[src/rtl/hld_pkg.sv]
package hld_pkg;

    // Class of one sampled tap pattern
    typedef enum logic [1:0] {
        CLS_LOCK  = 2'd0,
        CLS_HARM  = 2'd1,
        CLS_STUCK = 2'd2,
        CLS_UNK   = 2'd3
    } cls_t;

    // Qualified state of the detector
    typedef enum logic [2:0] {
        ST_IDLE     = 3'd0,
        ST_LOCKED   = 3'd1,
        ST_HARMONIC = 3'd2,
        ST_STUCK    = 3'd3,
        ST_UNKNOWN  = 3'd4
    } st_t;

endpackage

[src/rtl/hld_classify.sv]
module hld_classify
    import hld_pkg::*;
#(
    parameter int NUM_PH = 8
) (
    input  logic [NUM_PH-1:0] bits,
    output cls_t              cls
);
    localparam int HALF = NUM_PH / 2;
    localparam int QTR  = NUM_PH / 4;

    // Template masks: correct lock fills the first half minus its last tap.
    // Harmonic lock repeats that shape with half the period.
    logic [NUM_PH-1:0] lk_one, lk_zero, hm_one, hm_zero;

    for (genvar i = 0; i < NUM_PH; i++) begin : g_mask
        assign lk_one[i]  = (i < HALF - 1);
        assign lk_zero[i] = (i >= HALF) && (i < NUM_PH - 1);
        assign hm_one[i]  = ((i % HALF) < QTR - 1) || ((i % HALF) == 0);
        assign hm_zero[i] = ((i % HALF) >= QTR) && ((i % HALF) < HALF - 1);
    end

    logic is_lock, is_harm, is_stuck;

    assign is_lock  = ((bits & lk_one) == lk_one) && ((bits & lk_zero) == '0);
    assign is_harm  = ((bits & hm_one) == hm_one) && ((bits & hm_zero) == '0);
    assign is_stuck = &bits;

    always_comb begin
        if (is_lock)
            cls = CLS_LOCK;
        else if (is_harm)
            cls = CLS_HARM;
        else if (is_stuck)
            cls = CLS_STUCK;
        else
            cls = CLS_UNK;
    end

endmodule

[src/rtl/hld_agree.sv]
module hld_agree
    import hld_pkg::*;
#(
    parameter int QUAL_LEN = 4
) (
    input  logic clk,
    input  logic rst,
    input  logic smp_vld,
    input  cls_t cls,
    input  cls_t cur_cls,
    input  logic cur_valid,
    output logic confirm
);
    localparam int CW = $clog2(QUAL_LEN + 1);

    cls_t          cand, cand_nx;
    logic [CW-1:0] cnt, cnt_nx;

    always_comb begin
        confirm = 1'b0;
        cand_nx = cand;
        cnt_nx  = cnt;
        if (smp_vld) begin
            if (cur_valid && cls == cur_cls) begin
                cnt_nx = '0;
            end else if (cnt != '0 && cls == cand) begin
                if (cnt == CW'(QUAL_LEN - 1)) begin
                    confirm = 1'b1;
                    cnt_nx  = '0;
                end else begin
                    cnt_nx = cnt + 1'b1;
                end
            end else begin
                cand_nx = cls;
                if (QUAL_LEN == 1) begin
                    confirm = 1'b1;
                    cnt_nx  = '0;
                end else begin
                    cnt_nx = CW'(1);
                end
            end
        end
    end

    always_ff @(posedge clk) begin
        if (rst) begin
            cand <= CLS_UNK;
            cnt  <= '0;
        end else begin
            cand <= cand_nx;
            cnt  <= cnt_nx;
        end
    end

endmodule

[src/rtl/phase_lock_classifier.sv]
module phase_lock_classifier
    import hld_pkg::*;
#(
    parameter int NUM_PH   = 8,
    parameter int QUAL_LEN = 4
) (
    input  logic              clk,
    input  logic              rst,
    input  logic              smp_vld,
    input  logic [NUM_PH-1:0] ph_bits,
    output logic              flag_lock,
    output logic              flag_harm,
    output logic              flag_stuck,
    output logic              flag_unknown,
    output logic              lock_confirmed,
    output logic              loop_rst_req
);
    cls_t cls;
    cls_t cur_cls;
    logic cur_valid;
    logic confirm;
    st_t  state, state_nx;

    hld_classify #(.NUM_PH(NUM_PH)) u_cls (
        .bits (ph_bits),
        .cls  (cls)
    );

    hld_agree #(.QUAL_LEN(QUAL_LEN)) u_agree (
        .clk       (clk),
        .rst       (rst),
        .smp_vld   (smp_vld),
        .cls       (cls),
        .cur_cls   (cur_cls),
        .cur_valid (cur_valid),
        .confirm   (confirm)
    );

    // Class that the present state stands for
    always_comb begin
        cur_valid = 1'b1;
        cur_cls   = CLS_UNK;
        unique case (state)
            ST_IDLE:     cur_valid = 1'b0;
            ST_LOCKED:   cur_cls   = CLS_LOCK;
            ST_HARMONIC: cur_cls   = CLS_HARM;
            ST_STUCK:    cur_cls   = CLS_STUCK;
            ST_UNKNOWN:  cur_cls   = CLS_UNK;
            default:     cur_valid = 1'b0;
        endcase
    end

    // Transitions happen only on a confirmed class
    always_comb begin
        state_nx = state;
        if (confirm) begin
            unique case (cls)
                CLS_LOCK:  state_nx = ST_LOCKED;
                CLS_HARM:  state_nx = ST_HARMONIC;
                CLS_STUCK: state_nx = ST_STUCK;
                CLS_UNK:   state_nx = ST_UNKNOWN;
                default:   state_nx = ST_UNKNOWN;
            endcase
        end
    end

    // State register
    always_ff @(posedge clk) begin
        if (rst)
            state <= ST_IDLE;
        else
            state <= state_nx;
    end

    // Registered outputs
    always_ff @(posedge clk) begin
        if (rst) begin
            flag_lock      <= 1'b0;
            flag_harm      <= 1'b0;
            flag_stuck     <= 1'b0;
            flag_unknown   <= 1'b0;
            lock_confirmed <= 1'b0;
            loop_rst_req   <= 1'b0;
        end else begin
            flag_lock    <= (state_nx == ST_LOCKED);
            flag_harm    <= (state_nx == ST_HARMONIC);
            flag_stuck   <= (state_nx == ST_STUCK);
            flag_unknown <= (state_nx == ST_UNKNOWN);
            loop_rst_req <= confirm && (cls == CLS_HARM || cls == CLS_STUCK);
            if (state_nx != ST_LOCKED)
                lock_confirmed <= 1'b0;
            else if (smp_vld)
                lock_confirmed <= (cls == CLS_LOCK);
        end
    end

endmodule

[config.mk]
export PLATFORM = sky130hd
export DESIGN_NAME = phase_lock_classifier
export DESIGN_NICKNAME = d
export VERILOG_FILES = /design/src/rtl/hld_pkg.sv /design/src/rtl/hld_classify.sv /design/src/rtl/hld_agree.sv /design/src/rtl/phase_lock_classifier.sv
export SDC_FILE = /design/constraint.sdc
export NUM_CORES = 1
export LEC_CHECK = 0
export BUFFER_PORTS_ARGS = -buffer_cell sky130_fd_sc_hd__buf_2
export CORE_MARGIN = 2
export CORE_UTILIZATION = 57
export CTS_CLUSTER_DIAMETER = 30
export DETAILED_ROUTE_END_ITERATION = 10
export HOLD_SLACK_MARGIN = 0.15
export PLACE_DENSITY = 0.82
export SLEW_MARGIN = 20
export SYNTH_ARGS = -nofsm -noshare
export SYNTH_HDL_FRONTEND = slang
export SYNTH_SLANG_ARGS = --single-unit
[constraint.sdc]
create_clock -name clk -period 6.75 [get_ports clk]
set_clock_uncertainty 0.15 [all_clocks]
set_input_delay 0.675 -clock clk [delete_from_list [all_inputs] [get_ports clk]]
set_output_delay 0.675 -clock clk [all_outputs]
set_load 0.01 [all_outputs]
== After elaboration in Yosys (flattened, before gate mapping) ==
Cells that the tools add are included.

* Register bits after elaboration: 14
* Bits of input ports: 11
* Output and inout port bits: 6
* Logic and storage cells: 57

* Add/sub/neg operators: 1
* Eq/ne operators: 17
* Multiplexer cells: 14
* Bitwise operators: 2
* Reduce and logical (&&, ||, !) cells: 14

{| class="wikitable"
|+ Operators with widths
! kind !! number
|-
| logical NOT 8 bit || 2
|-
| == test 3 x 2 -> 1 bit (second input constant) || 5
|-
| two-way mux 3 bit || 4
|-
| one-hot mux 3 bit (4 select lines) || 1
|-
| == test 3 bit (second input constant) || 3
|-
| AND reduction 8 bit || 1
|-
| == test 2 bit (second input constant) || 3
|-
| == test 3 x 1 -> 1 bit (second input constant) || 2
|-
| two-way mux 1 bit || 6
|-
| one-hot mux 2 bit (3 select lines) || 1
|-
| logical AND 1 bit || 5
|-
| == test 2 bit || 2
|-
| two-way mux 2 bit || 2
|-
| OR reduction 4 bit || 1
|-
| adder 3 x 1 -> 3 bit (second input constant) || 1
|-
| != test 3 x 1 -> 1 bit (second input constant) || 1
|-
| AND reduction 3 bit || 1
|-
| nonzero test 3 bit || 1
|-
| == test 2 x 1 -> 1 bit (second input constant) || 1
|-
| logical NOT 2 bit || 1
|-
| inverter 1 bit || 2
|-
| OR reduction 2 bit || 1
|-
| logical OR 1 bit || 1
|}

== Logic depth before layout (Yosys ltp) ==
* Word-level depth: 12
* Depth in mapped cells: 9

== By module ==
From an unflattened synthesis, not the netlist that was laid out.

* Cells, all modules: 91
* Area total of the unflattened synthesis: 833.3 um2

{| class="wikitable"
|+ Modules (own cells, without submodules)
! module !! times used !! cells an instance !! area an instance (um2) !! sequential area each (um2)
|-
| phase_lock_classifier || 1 || 42 || 411.6 || 180.2
|-
| hld_agree || 1 || 40 || 356.6 || 100.1
|-
| hld_classify || 1 || 9 || 65.1 || 0.0
|}

== Worst setup path after synthesis ==
No wires, ideal clock.

* Path type: input to register
* Start point: input port ph_bits[5]
* End point: register flag_harm
* Setup time: 0.120 ns
* Arrival: 2.336 ns
* Required time: 6.480 ns
* Slack: 4.144 ns
* Cell stages on the path: 7
* Path buffers: 0
* Path through: or3_1 > o21a_1 > or4_4 > a21oi_4 > and4bb_2 > a31oi_1 > nor2b_1

* Cells in the longest elaborated chain, start to end: 11
* Elaborated cells on any way between the ends: 20
* Classes of those cells: eq/ne (6); mux (8); reduce/logical (6)

{| class="wikitable"
|+ Ends and longest elaborated chain
! element !! line !! RTL
|-
| start: declaration || phase_lock_classifier.sv:10 || <nowiki>input logic [NUM_PH-1:0] ph_bits,</nowiki>
|-
| AND reduction 8 bit || hld_classify.sv:27 || <nowiki>assign is_stuck = &bits;</nowiki>
|-
| two-way mux 1 bit || hld_classify.sv:34 || <nowiki>else if (is_stuck)</nowiki>
|-
| two-way mux 2 bit || hld_classify.sv:32 || <nowiki>else if (is_harm)</nowiki>
|-
| two-way mux 2 bit * || hld_classify.sv:30 || <nowiki>if (is_lock)</nowiki>
|-
| == test 2 bit || hld_agree.sv:26 || <nowiki>end else if (cnt != '0 && cls == cand) begin</nowiki>
|-
| logical AND 1 bit || hld_agree.sv:26 ||
|-
| two-way mux 1 bit || hld_agree.sv:26 ||
|-
| two-way mux 1 bit || hld_agree.sv:24 || <nowiki>if (cur_valid && cls == cur_cls) begin</nowiki>
|-
| two-way mux 1 bit || hld_agree.sv:23 || <nowiki>if (smp_vld) begin</nowiki>
|-
| two-way mux 3 bit * || phase_lock_classifier.sv:56 || <nowiki>if (confirm) begin</nowiki>
|-
| == test 3 x 2 -> 1 bit * || phase_lock_classifier.sv:86 || <nowiki>flag_harm <= (state_nx == ST_HARMONIC);</nowiki>
|-
| end signal: assignment || phase_lock_classifier.sv:86 ||
|-
| end: declaration || phase_lock_classifier.sv:12 || <nowiki>output logic flag_harm,</nowiki>
|}

Every way passes the cells marked *; elsewhere a longest branch is shown, timed or not.
A chain may end at the register's enable or synchronous reset.

== Final worst setup path ==
* Start point: input port ph_bits[4]
* End point: register flag_harm

* Cells in the longest elaborated chain, start to end: 11
* Elaborated cells on any way between the ends: 22
* Classes of those cells: eq/ne (7); mux (8); reduce/logical (7)

{| class="wikitable"
|+ Ends and longest elaborated chain
! element !! line !! RTL
|-
| == test 2 bit || hld_classify.sv:26 || <nowiki>assign is_harm = ((bits & hm_one) == hm_one) && ((bits & hm_zero) == '0);</nowiki>
|-
| logical AND 1 bit || hld_classify.sv:26 ||
|-
| two-way mux 2 bit || hld_classify.sv:32 ||
|-
| two-way mux 2 bit * || hld_classify.sv:30 ||
|-
| net cls[1] || phase_lock_classifier.sv:18 || <nowiki>cls_t cls;</nowiki>
|-
| == test 2 bit || hld_agree.sv:26 ||
|-
| logical AND 1 bit || hld_agree.sv:26 ||
|-
| two-way mux 1 bit || hld_agree.sv:26 ||
|-
| two-way mux 1 bit || hld_agree.sv:24 ||
|-
| two-way mux 1 bit || hld_agree.sv:23 ||
|-
| two-way mux 3 bit * || phase_lock_classifier.sv:56 ||
|-
| == test 3 x 2 -> 1 bit * || phase_lock_classifier.sv:86 ||
|}

The timed path passes the listed nets; every way through them passes the cells marked *.

==> qor.tcl <==
set qor(status) {completed}
set qor(final_area_mm2) 0.00103
set qor(max_freq_mhz) 388
set qor(groute.layer.met2.usage_pct) 34.7
set qor(grt_busiest_layer) {met2}
set qor(detail_route.wl_per_cell_um) 13.0
set qor(grt_max_degree) 12
set qor(worst_setup_path_end_kind) {flip-flop}
set qor(cts_inserted_buffers) 3
set qor(regToRegSetupSlack_ns) 4.47
set qor(asyncSetResetFlopFracSynth_pct) 0
set qor(fin_setup_tns_ns) 0
set qor(final.period_utilization_pct) 38.2
set qor(grt_pass1_vias) 770
set qor(ir_drop_v) 0.000107
set qor(cts_tree) {yes}
set qor(die_width_um) 43.6
set qor(post_synth.cell_area_avg_um2) 8.37
set qor(required_ns) 6.83
set qor(nFillCells) 120
set qor(seq_area_frac_synth_pct) 31.3
set qor(synth_enable_flop_cells) 0
set qor(vertical_die_dimension_um) 43.6
set qor(place.gp.congestion) 0.844
set qor(route.detailed.vias_per_inst) 5.99
set qor(dpl_cell_area_um2) 992
set qor(initial_core_util_pct) 60.2
set qor(global_route.usage.met3_pct) 8.75
set qor(number_of_buffers_inserted_by_hold_repair_at_cts) 0
set qor(critPathMaxStageDelay_ns) 0.38
set qor(cp_top_family) {simple AND/OR/NAND/NOR gates}
set qor(critical_path_buf_inv_count) 1
set qor(ys_dominant_reg_cell) {dfxtp_1}
set qor(cp_max_fo) 6
set qor(cell_breakdown_of_the_critical_path) {buf_2 -> and4bb_4 -> o21ai_2 -> xor2_1 -> a211oi_2 -> nor3b_4 -> mux2i_2 -> nor2b_1}
set qor(finalHoldViolations) 0
set qor(power_density_mw_per_mm2) 160
set qor(post_synth_net_total) 123
set qor(hpwl_mm) 1.48
set qor(ant_nets_after_route) 0
set qor(grt_antenna_before_repair) 0
set qor(rsz_0062_raised_after_global_routing) {false}
set qor(power.leakage_nw) 0.437
set qor(clock_latency_ns) 0.28
set qor(global_routing_usage_summed_across_all_routing_layers_pct) 22.3
set qor(worst_pin_slew_ns) 0.621
set qor(drive_gt1_share_pct) 26.2
set qor(post-cts-setup-buffers) 0
set qor(finish.net_count) 143
set qor(worst_path_max_delay_cell) {mux2i_2}
set qor(worst_setup_path_start_kind) {input pin}
set qor(synth_cells) 107
set qor(vias) 851
set qor(synthesis.area_um2) 896
set qor(cts_max_level) 1
set qor(portBuffers) 16
set qor(flip_flop_and_latch_count_after_synthesis) 14
set qor(clk_pin_slew_worst_paths_ns) 0.08
set qor(holdCritPathClass) {reg2reg}
set qor(route.detailed.drc) 0
set qor(type_of_the_worst_setup_path) {in2reg}
set qor(arrival_ns) 2.66
set qor(yosys_warnings) 0
set qor(max_cap_violations) 0
set qor(detail_route.wirelength_mm) 1.84
set qor(synth_cell_type_count) 40
set qor(num_io_pins) 17
set qor(cts-resized-gates) 0
set qor(ctsLongestPathBuffers) 2
set qor(grt.met1_usage_pct) 28.3
set qor(grt_pass1_wl_mm) 3.23
set qor(antenna_cells) 0
set qor(cts_root_buffer) {clkbuf_4}
set qor(timing.final.crit_period_ns) 2.58
set qor(fp-row-count) 14
set qor(grt_overflow_total) 0
set qor(first_drt_iteration_drcs) 12
set qor(drtPass1Iterations) 4
set qor(slew-limit-headroom_pct) 58.5
set qor(clock_sink_count) 14
set qor(finalSetupViolCount) 0
set qor(final.hold.worst_slack_ns) 0.315
set qor(die_area_mm2) 0.00190
set qor(core_mm2) 0.00149
set qor(areaGrowthSynthToFinish_pct) 14.8
set qor(slew_viol_final) 0
## sequential cells by signal, summed over array words and instances, names as in the netlist
signal	flops
flag_unknown	1
u_agree.cand	2
flag_harm	1
lock_confirmed	1
state	3
flag_lock	1
flag_stuck	1
u_agree.cnt	3
loop_rst_req	1
## placed cells by master (no fill, tap or decap), types with 2 or more instances in the layout
cell type and n:
buf_2 16, nor2_1 14, dfxtp_1 14, inv_1 8, nand2_1 7, nand3_1 6, ha_1 5, nor2b_1 4
o21ai_0 4, a21oi_1 4, nor3_1 4, mux2i_1 3, clkbuf_4 3, and3_1 2, o211ai_1 2, nand3b_1 2
nand2b_1 2, a31oi_1 2
## cell type report
cell class,count,area [µm²],area share [%]
multi-input cells,84,582,56.6
flip-flops and latches,14,280,27.3
repair buffers,16,80.1,7.79
clock buffers,4,36.3,3.53
inverters,8,30.0,2.92
well taps,16,20.0,1.95
## through the flow
| step | utilization, % | power (mW) | cells | setup slack, ns |
|---|---|---|---|---|
| after global routing | 69.1 | 0.171 | 142 | 4.00 |
| after floorplan | - | 0.0983 | 107 | 4.14 |
| after global placement | 66.6 | 0.105 | 138 | 3.92 |
| after detailed placement | 66.6 | 0.106 | 138 | 3.88 |
| after CTS | 69.1 | 0.165 | 142 | 4.18 |
| final | 69.1 | 0.164 | 142 | 4.17 |
## cell families (layout without fill, tap and decap cells)
logic type	count (synthesis)	count (layout)	share of synthesized area [%]
compound gates	21	21	17.3
xor+xnor	1	1	0.978
fa+ha+maj	5	5	6.98
buf+inv	9	28	3.77
flops	14	14	31.3
mux	4	4	4.89
simple gates	53	53	34.8
## path summary, 6_finish.rpt
path         depth (start not counted)              to      startpoint
max reg2reg                          7       flag_harm  u_agree.cnt[0]
max                                  8       flag_harm      ph_bits[4]
min reg2reg                          2  u_agree.cnt[2]  u_agree.cnt[2]
min                                  2  u_agree.cnt[2]  u_agree.cnt[2]
## power by group
group / switching, mW / internal (mW)
Clock: 0.0276 / 0.0329
Sequential: 0.000811 / 0.0835
Combinational: 0.0117 / 0.00789
Total: 0.0402 / 0.124
## metal layers
| layer | share of wire, % | wire, µm | up-vias |
|---|---|---|---|
| met5 | 0 | 0 | - |
| li1 | - | - | 420 |
| met4 | 0.76 | 14 | 0 |
| met2 | 48 | 889 | 21 |
| met1 | 46 | 851 | 408 |
| met3 | 4.7 | 87 | 2 |
## worst register-to-register path: cells and delay by family (launching register included)
| kind | cells | cell delay, ns |
|---|---|---|
| mux | 1 | 0.38 |
| flops | 1 | 0.39 |
| simple gates | 4 | 0.86 |
| fa+ha+maj | 1 | 0.17 |
| compound gates | 1 | 0.27 |
## cells in the mapped netlist, types with 2 or more instances
master | n | area (µm²)
and3_1 | 2 | 12.5
ha_1 | 5 | 62.6
nor2_1 | 14 | 52.6
dfxtp_1 | 14 | 280
o211ai_1 | 2 | 15.0
nor3_1 | 4 | 20.0
a21oi_1 | 4 | 20.0
inv_1 | 8 | 30.0
nand3b_1 | 2 | 15.0
nand2_1 | 7 | 26.3
nor2b_1 | 4 | 25.0
o21ai_0 | 4 | 20.0
mux2i_1 | 3 | 30.0
nand2b_1 | 2 | 12.5
nand3_1 | 6 | 30.0
a31oi_1 | 2 | 12.5
Note: power is estimated with default switching activity, not from simulation.
